--- config.mk ---
export PLATFORM = sky130hd
export DESIGN_NAME = regwidth_mode_ctrl
export DESIGN_NICKNAME = d
export VERILOG_FILES = /design/src/rtl/rwm_pkg.sv /design/src/rtl/rwm_ctrl.sv /design/src/rtl/rwm_datapath.sv /design/src/rtl/regwidth_mode_ctrl.sv
export SDC_FILE = /design/constraint.sdc
export NUM_CORES = 1
export LEC_CHECK = 0
export BUFFER_PORTS_ARGS = -buffer_cell sky130_fd_sc_hd__buf_2
export CORE_MARGIN = 8
export CORE_UTILIZATION = 55
export CTS_CLUSTER_SIZE = 40
export DETAILED_ROUTE_END_ITERATION = 10
export PLACE_DENSITY = 0.87
export SLEW_MARGIN = 5
export SYNTH_ARGS = -nofsm -noshare
export SYNTH_HDL_FRONTEND = slang
export SYNTH_HIERARCHICAL = 1
export SYNTH_SLANG_ARGS = --single-unit
--- constraint.sdc ---
create_clock -name clk -period 3.98 [get_ports clk]
set_input_delay 0.199 -clock clk [delete_from_list [all_inputs] [get_ports clk]]
set_output_delay 0.199 -clock clk [all_outputs]
set_load 0.03 [all_outputs]
--- src/rtl/rwm_pkg.sv ---
package rwm_pkg;
  localparam int BYTE_W = 8;
  localparam int WORD_W = 2 * BYTE_W;

  typedef enum logic [3:0] {
    OP_NOP  = 4'd0,  OP_XCE  = 4'd1,  OP_SETP = 4'd2,  OP_CLRP = 4'd3,
    OP_SWAP = 4'd4,  OP_A2X  = 4'd5,  OP_A2Y  = 4'd6,  OP_X2A  = 4'd7,
    OP_Y2A  = 4'd8,  OP_X2S  = 4'd9,  OP_S2X  = 4'd10, OP_C2S  = 4'd11,
    OP_S2C  = 4'd12, OP_C2D  = 4'd13, OP_D2C  = 4'd14, OP_LOAD = 4'd15
  } op_e;

  typedef struct packed {
    logic       act;
    op_e        op;
    logic [1:0] dst;
    logic       emu;
    logic       m8;
    logic       x8;
    logic       nxtEmu;
    logic       nxtX8;
  } dpCtl_t;
endpackage

--- src/rtl/rwm_ctrl.sv ---
module rwm_ctrl
  import rwm_pkg::*;
#(
  parameter logic [BYTE_W-1:0] RESET_STATUS = 8'h34
) (
  input  logic              clk,
  input  logic              rstN,
  input  logic              opValid,
  input  logic [3:0]        opCode,
  input  logic [BYTE_W-1:0] opMask,
  input  logic [1:0]        ldDst,
  input  logic [WORD_W-1:0] accIn,
  output dpCtl_t            ctl,
  output logic [BYTE_W-1:0] status,
  output logic              emu
);
  localparam int M_BIT = 5;
  localparam int X_BIT = 4;
  localparam int N_BIT = 7;
  localparam int Z_BIT = 1;
  localparam int C_BIT = 0;

  logic              emuQ, nxtEmu;
  logic [BYTE_W-1:0] statQ, nxtStat;
  op_e               op;

  assign op = op_e'(opCode);

  always_comb begin
    nxtEmu  = emuQ;
    nxtStat = statQ;
    if (opValid) begin
      case (op)
        OP_XCE: begin
          nxtEmu         = statQ[C_BIT];
          nxtStat[C_BIT] = emuQ;
        end
        OP_SETP: nxtStat = statQ | opMask;
        OP_CLRP: nxtStat = statQ & ~opMask;
        OP_SWAP: begin
          nxtStat[N_BIT] = accIn[WORD_W-1];
          nxtStat[Z_BIT] = (accIn[WORD_W-1:BYTE_W] == '0);
        end
        default: ;
      endcase
    end
    if (nxtEmu) begin
      nxtStat[M_BIT] = 1'b1;
      nxtStat[X_BIT] = 1'b1;
    end
  end

  always_ff @(posedge clk) begin
    if (!rstN) begin
      emuQ  <= 1'b1;
      statQ <= RESET_STATUS | (8'h1 << M_BIT) | (8'h1 << X_BIT);
    end else begin
      emuQ  <= nxtEmu;
      statQ <= nxtStat;
    end
  end

  always_comb begin
    ctl.act    = opValid;
    ctl.op     = op;
    ctl.dst    = ldDst;
    ctl.emu    = emuQ;
    ctl.m8     = statQ[M_BIT];
    ctl.x8     = statQ[X_BIT];
    ctl.nxtEmu = nxtEmu;
    ctl.nxtX8  = nxtStat[X_BIT];
  end

  assign status = statQ;
  assign emu    = emuQ;
endmodule

--- src/rtl/rwm_datapath.sv ---
module rwm_datapath
  import rwm_pkg::*;
#(
  parameter logic [BYTE_W-1:0] STACK_PAGE = 8'h01
) (
  input  logic              clk,
  input  logic              rstN,
  input  dpCtl_t            ctl,
  input  logic [WORD_W-1:0] ldData,
  output logic [WORD_W-1:0] acc,
  output logic [WORD_W-1:0] idxX,
  output logic [WORD_W-1:0] idxY,
  output logic [WORD_W-1:0] sp,
  output logic [WORD_W-1:0] dp
);
  localparam int HI = WORD_W - 1;
  localparam int LO = BYTE_W - 1;

  logic [WORD_W-1:0] accQ, xQ, yQ, spQ, dpQ;
  logic [WORD_W-1:0] nA, nX, nY, nS, nD;

  // Index-width fit: an 8-bit destination keeps the low byte only.
  function automatic logic [WORD_W-1:0] fitIdx(input logic narrow,
                                               input logic [WORD_W-1:0] v);
    return narrow ? {{BYTE_W{1'b0}}, v[LO:0]} : v;
  endfunction

  always_comb begin
    nA = accQ; nX = xQ; nY = yQ; nS = spQ; nD = dpQ;
    if (ctl.act) begin
      case (ctl.op)
        OP_SWAP: nA = {accQ[LO:0], accQ[HI:BYTE_W]};
        OP_A2X:  nX = fitIdx(ctl.x8, accQ);
        OP_A2Y:  nY = fitIdx(ctl.x8, accQ);
        OP_X2A:  nA = ctl.m8 ? {accQ[HI:BYTE_W], xQ[LO:0]} : xQ;
        OP_Y2A:  nA = ctl.m8 ? {accQ[HI:BYTE_W], yQ[LO:0]} : yQ;
        OP_X2S:  nS = ctl.emu ? {STACK_PAGE, xQ[LO:0]} : xQ;
        OP_S2X:  nX = fitIdx(ctl.x8, spQ);
        OP_C2S:  nS = ctl.emu ? {STACK_PAGE, accQ[LO:0]} : accQ;
        OP_S2C:  nA = spQ;
        OP_C2D:  nD = accQ;
        OP_D2C:  nA = dpQ;
        OP_LOAD: begin
          case (ctl.dst)
            2'd0:    nA = ctl.m8 ? {accQ[HI:BYTE_W], ldData[LO:0]} : ldData;
            2'd1:    nX = fitIdx(ctl.x8, ldData);
            2'd2:    nY = fitIdx(ctl.x8, ldData);
            default: nD = ldData;
          endcase
        end
        default: ;
      endcase
    end
    if (ctl.nxtX8) begin
      nX[HI:BYTE_W] = '0;
      nY[HI:BYTE_W] = '0;
    end
    if (ctl.nxtEmu) nS[HI:BYTE_W] = STACK_PAGE;
  end

  always_ff @(posedge clk) begin
    if (!rstN) begin
      accQ <= '0;
      xQ   <= '0;
      yQ   <= '0;
      spQ  <= {STACK_PAGE, {BYTE_W{1'b0}}};
      dpQ  <= '0;
    end else begin
      accQ <= nA;
      xQ   <= nX;
      yQ   <= nY;
      spQ  <= nS;
      dpQ  <= nD;
    end
  end

  assign acc  = accQ;
  assign idxX = xQ;
  assign idxY = yQ;
  assign sp   = spQ;
  assign dp   = dpQ;
endmodule

--- src/rtl/regwidth_mode_ctrl.sv ---
module regwidth_mode_ctrl
  import rwm_pkg::*;
#(
  parameter logic [7:0] RESET_STATUS = 8'h34,
  parameter logic [7:0] STACK_PAGE   = 8'h01
) (
  input  logic        clk,
  input  logic        rstN,
  input  logic        opValid,
  input  logic [3:0]  opCode,
  input  logic [7:0]  opMask,
  input  logic [1:0]  ldDst,
  input  logic [15:0] ldData,
  output logic [15:0] accOut,
  output logic [15:0] xOut,
  output logic [15:0] yOut,
  output logic [15:0] spOut,
  output logic [15:0] dpOut,
  output logic [7:0]  statusOut,
  output logic        emuOut,
  output logic        accWide,
  output logic        idxWide
);
  dpCtl_t ctl;

  rwm_ctrl #(.RESET_STATUS(RESET_STATUS)) ctrl_i (
    .clk(clk), .rstN(rstN), .opValid(opValid), .opCode(opCode),
    .opMask(opMask), .ldDst(ldDst), .accIn(accOut), .ctl(ctl),
    .status(statusOut), .emu(emuOut)
  );

  rwm_datapath #(.STACK_PAGE(STACK_PAGE)) dpath_i (
    .clk(clk), .rstN(rstN), .ctl(ctl), .ldData(ldData),
    .acc(accOut), .idxX(xOut), .idxY(yOut), .sp(spOut), .dp(dpOut)
  );

  assign accWide = ~statusOut[5];
  assign idxWide = ~statusOut[4];
endmodule

# Word-level counts from Yosys, hierarchy flattened
# Index checks and enable logic that the tools add are counted.
dict set report word_totals {
  out_inout_bits 91
  inputBits 33
  word_cells 92
  reg_bits 89
}
dict set report op_classes {
  eq_ne 24
  n_bitwise 6
  reduce_logical 22
  muxes 25
}
# cell count
set ops {}
lappend ops {{16-bit two-way mux} 12}
lappend ops {{16-bit one-hot mux with 2 select lines} 3}
lappend ops {{16-bit one-hot mux with 6 select lines} 1}
lappend ops {{16-bit one-hot mux with 3 select lines} 1}
lappend ops {{4-bit equality test, second input constant} 8}
lappend ops {{4-bit by 3-bit equality test with 1-bit output, second input constant} 4}
lappend ops {{3-bit AND reduction} 4}
lappend ops {{5-bit one-hot mux with 2 select lines} 1}
lappend ops {{1-bit one-hot mux with 3 select lines} 3}
lappend ops {{3-bit nonzero test} 3}
lappend ops {{8-bit AND} 1}
lappend ops {{4-bit by 2-bit equality test with 1-bit output, second input constant} 2}
lappend ops {{8-bit zero test} 1}
lappend ops {{2-bit != test, second input constant} 4}
lappend ops {{8-bit inverter} 1}
lappend ops {{8-bit OR} 1}
lappend ops {{2-bit AND reduction} 4}
lappend ops {{2-bit nonzero test} 4}
lappend ops {{2-bit by 1-bit != test with 1-bit output, second input constant} 3}
lappend ops {{6-bit AND reduction} 1}
lappend ops {{6-bit nonzero test} 1}
lappend ops {{5-bit two-way mux} 1}
lappend ops {{4-bit by 1-bit equality test with 1-bit output, second input constant} 1}
lappend ops {{2-bit OR reduction} 2}
lappend ops {{6 further kinds} 10}

# Longest topological paths before layout
# Gate-level depths: netlist of the first run.
dict set report depth {
  depth_word 6
  mapped_depth 10
  ltp_nobuf 6
}

# By module
# Netlist of the first run, hierarchy kept.
# mod cells_each area_each_um2 seq_area_each_um2 instances
set by_module_without_submodules {}
lappend by_module_without_submodules {rwm_datapath 555 4521.8 1601.5 1}
lappend by_module_without_submodules {rwm_ctrl 70 584.3 180.2 1}
lappend by_module_without_submodules {regwidth_mode_ctrl 2 7.5 0.0 1}

# Worst setup path before layout of the first run
# OpenSTA, ideal clock, no wires.
dict set report synth_timing {
  path_kind {input -> register}
  start {input opCode[1]}
  end {register dpath_i.spQ[15], in the netlist dpath_i/sp[15]}
  arrival_time_ns 1.654
  setup_slack_ns 2.202
  required_ns 3.856
  stages 8
  path_buffers 3
  setup_time_ns 0.124
  cell_sequence {buf_4 -> buf_2 -> nand2_2 -> nor3b_4 -> buf_6 -> mux2_2 -> a22oi_1 -> nor2_1}
}
dict set report synth_between {
  elab_chain_len 4
  elab_cells_between_ends 9
  cone_classes {eq/ne (3); mux (3); reduce/logical (3)}
}
# item line_no
set synth_lines {}
lappend synth_lines {{start, declared} regwidth_mode_ctrl.sv:10} ;# input logic [3:0] opCode,
lappend synth_lines {{4-bit by 1-bit equality test with 1-bit output} rwm_ctrl.sv:33} ;# case (op)
lappend synth_lines {{1-bit two-way mux} rwm_ctrl.sv:33}
lappend synth_lines {{1-bit two-way mux} rwm_ctrl.sv:32} ;# if (opValid) begin
lappend synth_lines {{2-bit OR reduction (no line)} -}
lappend synth_lines {{end signal, assigned} rwm_datapath.sv:66} ;# spQ <= {STACK_PAGE, {BYTE_W{1'b0}}};
lappend synth_lines {{end signal, assigned} rwm_datapath.sv:72} ;# spQ <= nS;
lappend synth_lines {{end, declared} rwm_datapath.sv:19} ;# logic [WORD_W-1:0] accQ, xQ, yQ, spQ, dpQ;
# Parallel ways exist; a longest one is shown, timed or not.
# A chain may end at the register's enable or synchronous reset.

# Worst setup path in the final report of the first run
dict set report layout_timing {
  start {input opCode[2]}
  end {register dpath_i.xQ[2], in the netlist dpath_i/idxX[2]}
}
dict set report layout_between {
  elab_chain_len 3
  elab_cells_between_ends 7
  cone_classes {eq/ne (4); mux (1); reduce/logical (2)}
}
# item line_no
set layout_lines {}
lappend layout_lines {{4-bit equality test / 4-bit by 3-bit equality test with 1-bit output (equally long branches)} rwm_datapath.sv:31} ;# case (ctl.op)
lappend layout_lines {{2-bit by 1-bit != test with 1-bit output (no line) / 3-bit nonzero test (equally long branches)} -}
lappend layout_lines {{3-bit AND reduction (no line)} -}
lappend layout_lines {{end signal, assigned} rwm_datapath.sv:70} ;# xQ <= nX;
lappend layout_lines {{end, declared} rwm_datapath.sv:19}
# Parallel ways exist; a longest one is shown, timed or not.

==> impl_metrics.tcl, run 1 <==
set metrics [dict create \
    clk_pin_slew_ns 0.10 \
    hold_depth 2 \
    fin_cells 823 \
    antenna_found_initial 0 \
    cp_data_arrival_time_ns 2.69 \
    rsz0062_at_grt "false" \
    grt_pass1_vias 5419 \
    synth-main-ff-cell "dfxtp_1" \
    ant_nets 0 \
    max_stage_delay_ns 0.66 \
    grt_pass1_wl_um 28650 \
    mostFrequentLayoutCell "buf_2" \
    drive_gt1_share_pct 26.83 \
    root_buffer "clkbuf_8" \
    clk_latency_ns 0.36 \
    timing.fmax_mhz 415.0 \
    synth-xor-area-share_pct 0 \
    num_io_pins 124 \
    post_cts_resize_count 0 \
    n_antenna_cell 0 \
    rr_worst_depth 4 \
    path_max_fanout 21 \
    drt_pass1_iterations 6 \
    relSlewSlack_pct 37.30 \
    finClkSkew_ns 0.007470 \
    path_buf_inv 2 \
    netlist.top_cell.by_area "dfxtp_1" \
    synth_top_area_share_pct 34.84 \
    cts_sinks 89 \
    num_vias 5413 \
    postCtsSetupBuffers 0 \
    slew_viol_final 0 \
    place_congestion 0.9559 \
    power.total_mw 1.929 \
    drc 0 \
    async_reset_ff_share_pct 0 \
    synth.area.top_cells "dfxtp_1, nor2_1, a21oi_1" \
    tns_ns 0 \
    io_buffers 123 \
    clockBufferDepth 2 \
    syn_area_per_cell_um2 8.156 \
    cts_hold_buf 0 \
    netlist_instances 627 \
    fin_util_pct 63.49 \
    first_iter_violations 625 \
    ys_seq_area_share_pct 34.84 \
    wire_per_inst_um 21.90 \
    netlist_area_mm2 0.005114 \
    min_path_type "input port to register" \
    path_depth 6 \
    synth_fa_ha_area_share_pct 0 \
    wirelength_um 18020 \
    worstMarginPinSlew_ns 0.9371 \
    grt_max_degree 52 \
    crit_chain "buf_2 > clkinv_1 > o21ai_2 > a21o_1 > a221oi_1 > a211oi_1" \
    yosys.area_share.simple_pct 20.50 \
    cp.required_ns 4.26 \
    area_delta_synth_final_pct 13.63 \
    synth_top_family_by_area "compound AO/OA/AOI/OAI gates" \
    path_delay_family "compound AO/OA/AOI/OAI gates" \
    fin_nets 740 \
    vdd.ir_drop.worst_uv 230.3 \
    cts_htree_levels 3 \
    final.period_utilization_pct 60.54 \
    maxCapViolCount 0 \
    place_hpwl_um 12870 \
    synth_compound_area_share_pct 30.02 \
    die_width_um 112.4 \
    global_route.usage.total_pct 27.99 \
    synthesis.nets 660 \
    cp-start-kind "input port" \
    dieArea_mm2 0.01264 \
    yosysWarnings 6 \
    yosys.cell_types.count 66 \
    initial_core_util_pct 55.87 \
    via_per_inst 6.577 \
    power_density_mw_per_mm2 332.0 \
    crit_type "input port to register" \
    grt_overflow_total 0 \
    dieHeight_um 112.4 \
    layout_common_cells "buf_2, dfxtp_1, nor2_1" \
    ys_ff_latch 89 \
    min_period_ns 2.410 \
    synth_edf_count 0 \
    status "finished clean" \
    rows 35 \
    synthMuxAreaShare_pct 6.851 \
    coreArea_mm2 0.009153 \
    cts_made_buffers 9 \
    slowest_stage "o21ai_2" \
    setup_viol 0 \
    end_kind "register" \
    leakage_nw 2.280 \
    place_inst 807 \
    hold_viol 0 \
    cts_tree "done" \
]
## kinds of logic after synthesis
kind of cell	Yosys count
AOI/OAI and AO/OA	222
and+or+nand+nor	204
DFF	89
buffers and inverters	80
muxes	32
## worst register-to-register path, delay by kind of cell (launching register included)
kind / cells / cell delay, ns
muxes: 1 / 0.20
DFF: 1 / 0.81
and+or+nand+nor: 3 / 0.77
## Yosys cell counts, types with 9 or more instances
master	number
buf_4	17
and2_1	11
nor2_1	70
nand2_1	49
buf_2	15
a21oi_1	52
inv_1	16
a22oi_1	13
a211oi_1	34
a221oi_1	9
mux2i_1	10
dfxtp_1	89
o21ai_0	45
nor2b_1	18
nor3_1	17
mux2_2	21
o2111ai_1	10
clkbuf_1	22
## per-layer routing
layer  vias up  part of all wire (%)  GRT usage, %
li1       2467                     -             -
met2       327                    47         45.72
met5         -                     0             0
met3        62                   9.7         6.065
met1      2557                    39         33.09
met4         0                   4.2         16.82
## final timing paths
check | start | endpoint | slack (ns)
setup reg to reg | ctrl_i/status[4] | dpath_i/idxY[8] | 2.08
hold reg to reg | ctrl_i/status[2] | ctrl_i/status[2] | 0.49
hold / removal | opMask[3] | ctrl_i/status[3] | 0.06
setup / recovery | opCode[2] | dpath_i/idxX[2] | 1.57
## cell type report
type                            count  area, um2
Fill cell                         818       3342
Multi-Input combinational cell    458       2934
Sequential cell                    89       1782
Timing Repair Buffer              131      675.6
Tap cell                          111      138.9
Clock buffer                       10      137.6
Clock inverter                      6      75.07
Inverter                           18      67.56
## flip-flops by register name (all words and copies together), names as in the netlist
register       flops
dpath_i/dp        16
ctrl_i/status      8
dpath_i/acc       16
ctrl_i/emu         1
dpath_i/idxY      16
dpath_i/idxX      16
dpath_i/sp        16
## where the power goes
| group | switching (mW) | total, mW | internal (mW) | leakage (nW) |
|---|---|---|---|---|
| combinational | 0.212 | 0.312 | 0.101 | 1.45 |
| sequential | 0.0304 | 0.941 | 0.911 | 0.720 |
| clock | 0.359 | 0.676 | 0.317 | 0.105 |
## stage by stage
step,hold WS (ns),instance area [um2],setup slack [ns]
2_1_floorplan,0.2609,5114,2.202
3_3_place_gp,0.4109,5598,1.318
3_5_place_dp,0.4307,5598,1.271
4_1_cts,0.04157,5811,1.630
5_1_grt,0.05446,5811,1.448
6_report,0.05833,5811,1.570
Power figures use the tool's default switching activity.
==> run 2: changes to the inputs <==
--- a/config.mk
+++ b/config.mk
@@ -5,12 +5,13 @@
 export SDC_FILE = /design/constraint.sdc
 export NUM_CORES = 1
 export LEC_CHECK = 0
+export ABC_AREA = 1
 export BUFFER_PORTS_ARGS = -buffer_cell sky130_fd_sc_hd__buf_2
 export CORE_MARGIN = 8
-export CORE_UTILIZATION = 55
+export CORE_UTILIZATION = 54
 export CTS_CLUSTER_SIZE = 40
 export DETAILED_ROUTE_END_ITERATION = 10
-export PLACE_DENSITY = 0.87
+export PLACE_DENSITY = 0.86
 export SLEW_MARGIN = 5
 export SYNTH_ARGS = -nofsm -noshare
 export SYNTH_HDL_FRONTEND = slang
==> constraint.sdc (replaced) <==
create_clock -name clk -period 2.35 [get_ports clk]
set_input_delay 0.1175 -clock clk [delete_from_list [all_inputs] [get_ports clk]]
set_output_delay 0.1175 -clock clk [all_outputs]
set_load 0.03 [all_outputs]
==> run 2 against run 1 <==
Against the previous run:
- synthesized area fell by 0.49%
- utilization increased by 0.42 points
- die area up 1.2%
- power is 66% higher
- critical endpoint is now dpath_i/acc[12]
- clock power rose by 67%
- sequential share of layout area shrank 0.35 points
- first-iteration DRC count shrank 12%
- flip-flop and latch count unchanged
- combinational power rose by 56%
- design area grew 1.1%
- cell count up 21%
- register-to-register slack worse by 1.1 ns
==> impl_metrics.tcl, run 2 <==
set metrics [dict create \
    coreArea_mm2 0.009196 \
    grt_pass1_wl_um 26720 \
    fin_cells 995 \
    io_buffers 123 \
    grt_pass1_vias 5155 \
    cts_sinks 89 \
    synth-main-ff-cell "dfxtp_1" \
    maxCapViolCount 0 \
    area_delta_synth_final_pct 15.49 \
    grt_overflow_total 0 \
    yosys.cell_types.count 30 \
    layout_common_cells "nand2_1, nor2_1, buf_2" \
    n_antenna_cell 0 \
    num_vias 5685 \
    yosysMostFrequentCell "nand2_1" \
    wire_per_inst_um 16.73 \
    relSlewSlack_pct 47.42 \
    worstMarginPinSlew_ns 0.7869 \
    status "finished clean" \
    netlist.top_cell.by_area "dfxtp_1" \
    final.period_utilization_pct 66.95 \
    hold_viol 0 \
    die_width_um 113.1 \
    hold_ws_ns 0.05112 \
    cts_made_buffers 9 \
    rsz0062_at_grt "false" \
    cpMostUsedCell "nand2_1" \
    drc 0 \
    clk_latency_ns 0.36 \
    dieArea_mm2 0.01279 \
    crit_type "input port to register" \
    post_cts_resize_count 0 \
    synth_edf_count 0 \
    postLayoutCellArea_mm2 0.005877 \
    clk_pin_slew_ns 0.09 \
    global_route.usage.total_pct 25.74 \
    path_max_fanout 16 \
    place_inst 982 \
    cp.required_ns 2.65 \
    ant_nets 0 \
    initial_core_util_pct 55.33 \
    cts_hold_buf 0 \
    syn_area_per_cell_um2 6.516 \
    ys_seq_area_share_pct 35.01 \
    yosysWarnings 6 \
    slew_viol_final 0 \
    postCtsSetupBuffers 0 \
    synth.area.top_cells "dfxtp_1, nand2_1, nor2_1" \
    drt_pass1_iterations 7 \
    synth_common_cells "nand2_1, nor2_1, dfxtp_1, nand3_1, o21ai_0" \
    num_io_pins 124 \
    synthesis.nets 814 \
    grt_max_degree 36 \
    antenna_found_initial 0 \
    rows 35 \
    root_buffer "clkbuf_8" \
    min_period_ns 1.573 \
    crit_chain "buf_2 > nand2_1 > inv_1 > nand2_1 > inv_1 > nand2_1 > nand2_1 > nor2_1 > nand2_1 > nand2_1 > nor2_1" \
    ys_ff_latch 89 \
    finClkSkew_ns 0.009868 \
    cp-start-kind "input port" \
    mostFrequentLayoutCell "nand2_1" \
    netlist_area_mm2 0.005089 \
    place_congestion 0.9767 \
    leakage_nw 3.033 \
    timing.fmax_mhz 635.6 \
    slowest_stage "inv_1" \
    setup_viol 0 \
    cts_tree "done" \
    via_per_inst 5.714 \
    netlist_instances 781 \
    cts_htree_levels 3 \
    fin_nets 915 \
    min_path_type "input port to register" \
    vdd.ir_drop.worst_uv 246.5 \
    end_kind "register" \
    synth_top_area_share_pct 35.01 \
    tns_ns 0 \
    async_reset_ff_share_pct 0 \
    wirelength_um 16650 \
    power.total_mw 3.200 \
    cp_data_arrival_time_ns 1.87 \
    dpl_cell_area_mm2 0.005680 \
    place_hpwl_um 12340 \
    drive_gt1_share_pct 20.59 \
    max_stage_delay_ns 0.51 \
    power_density_mw_per_mm2 544.6 \
    first_iter_violations 548 \
    dieHeight_um 113.1 \
    clockBufferDepth 2 \
]
run 2: logic make-up (layout without fill, tap and decap cells):
logic type	after synthesis	after routing	synth area share, %
simple gates	448	448	38.26
compound gates	124	124	13.82
mux	16	16	3.147
buf+inv	104	207	9.761
flops	89	89	35.01
run 2: routing by layer:
layer  GRT usage, %  vias to the layer above  routed length, um
met1          33.14                     2505               6785
met4          11.01                        0                552
met3          7.881                       54               2024
li1               -                     2749                  -
met5              0                        -                  0
met2          38.89                      377               7283
run 2: area by class of cell:
class	instances	area (um2)
fill	865	3319
multi-input combinational	588	2813
sequential	89	1782
timing repair buffer	137	733.2
inverter	57	214.0
tap	111	138.9
clock buffer	10	127.6
clock inverter	3	68.82
run 2: where the power goes:
group,internal [mW],leakage [nW],total (mW),switching (mW)
Combinational,0.145,2.21,0.488,0.343
Sequential,1.54,0.720,1.58,0.0437
Clock,0.585,0.0983,1.13,0.543
Total,2.27,3.03,3.20,0.930
run 2: stage by stage:
stage,worst slack (ns),util [%]
finish,0.7766,63.90
detailed placement,0.4332,61.77
floorplan,0.8885,-
global route,0.5539,63.90
CTS,0.8096,63.90
global placement,0.4684,61.77
run 2: path summary, 6_finish.rpt:
path / start / endpoint / slack (ns) / cells past startpoint
hold / removal: opMask[2] / ctrl_i/status[2] / 0.05 / 3
setup reg to reg: ctrl_i/status[0] / dpath_i/idxY[9] / 1.01 / 6
setup / recovery: opCode[0] / dpath_i/acc[12] / 0.78 / 11
hold reg to reg: dpath_i/idxY[15] / dpath_i/idxY[15] / 0.49 / 2
run 2: critical path, delay by kind of cell:
family | cells | cell delay (ns)
simple gates | 8 | 0.83
buf+inv | 3 | 0.92
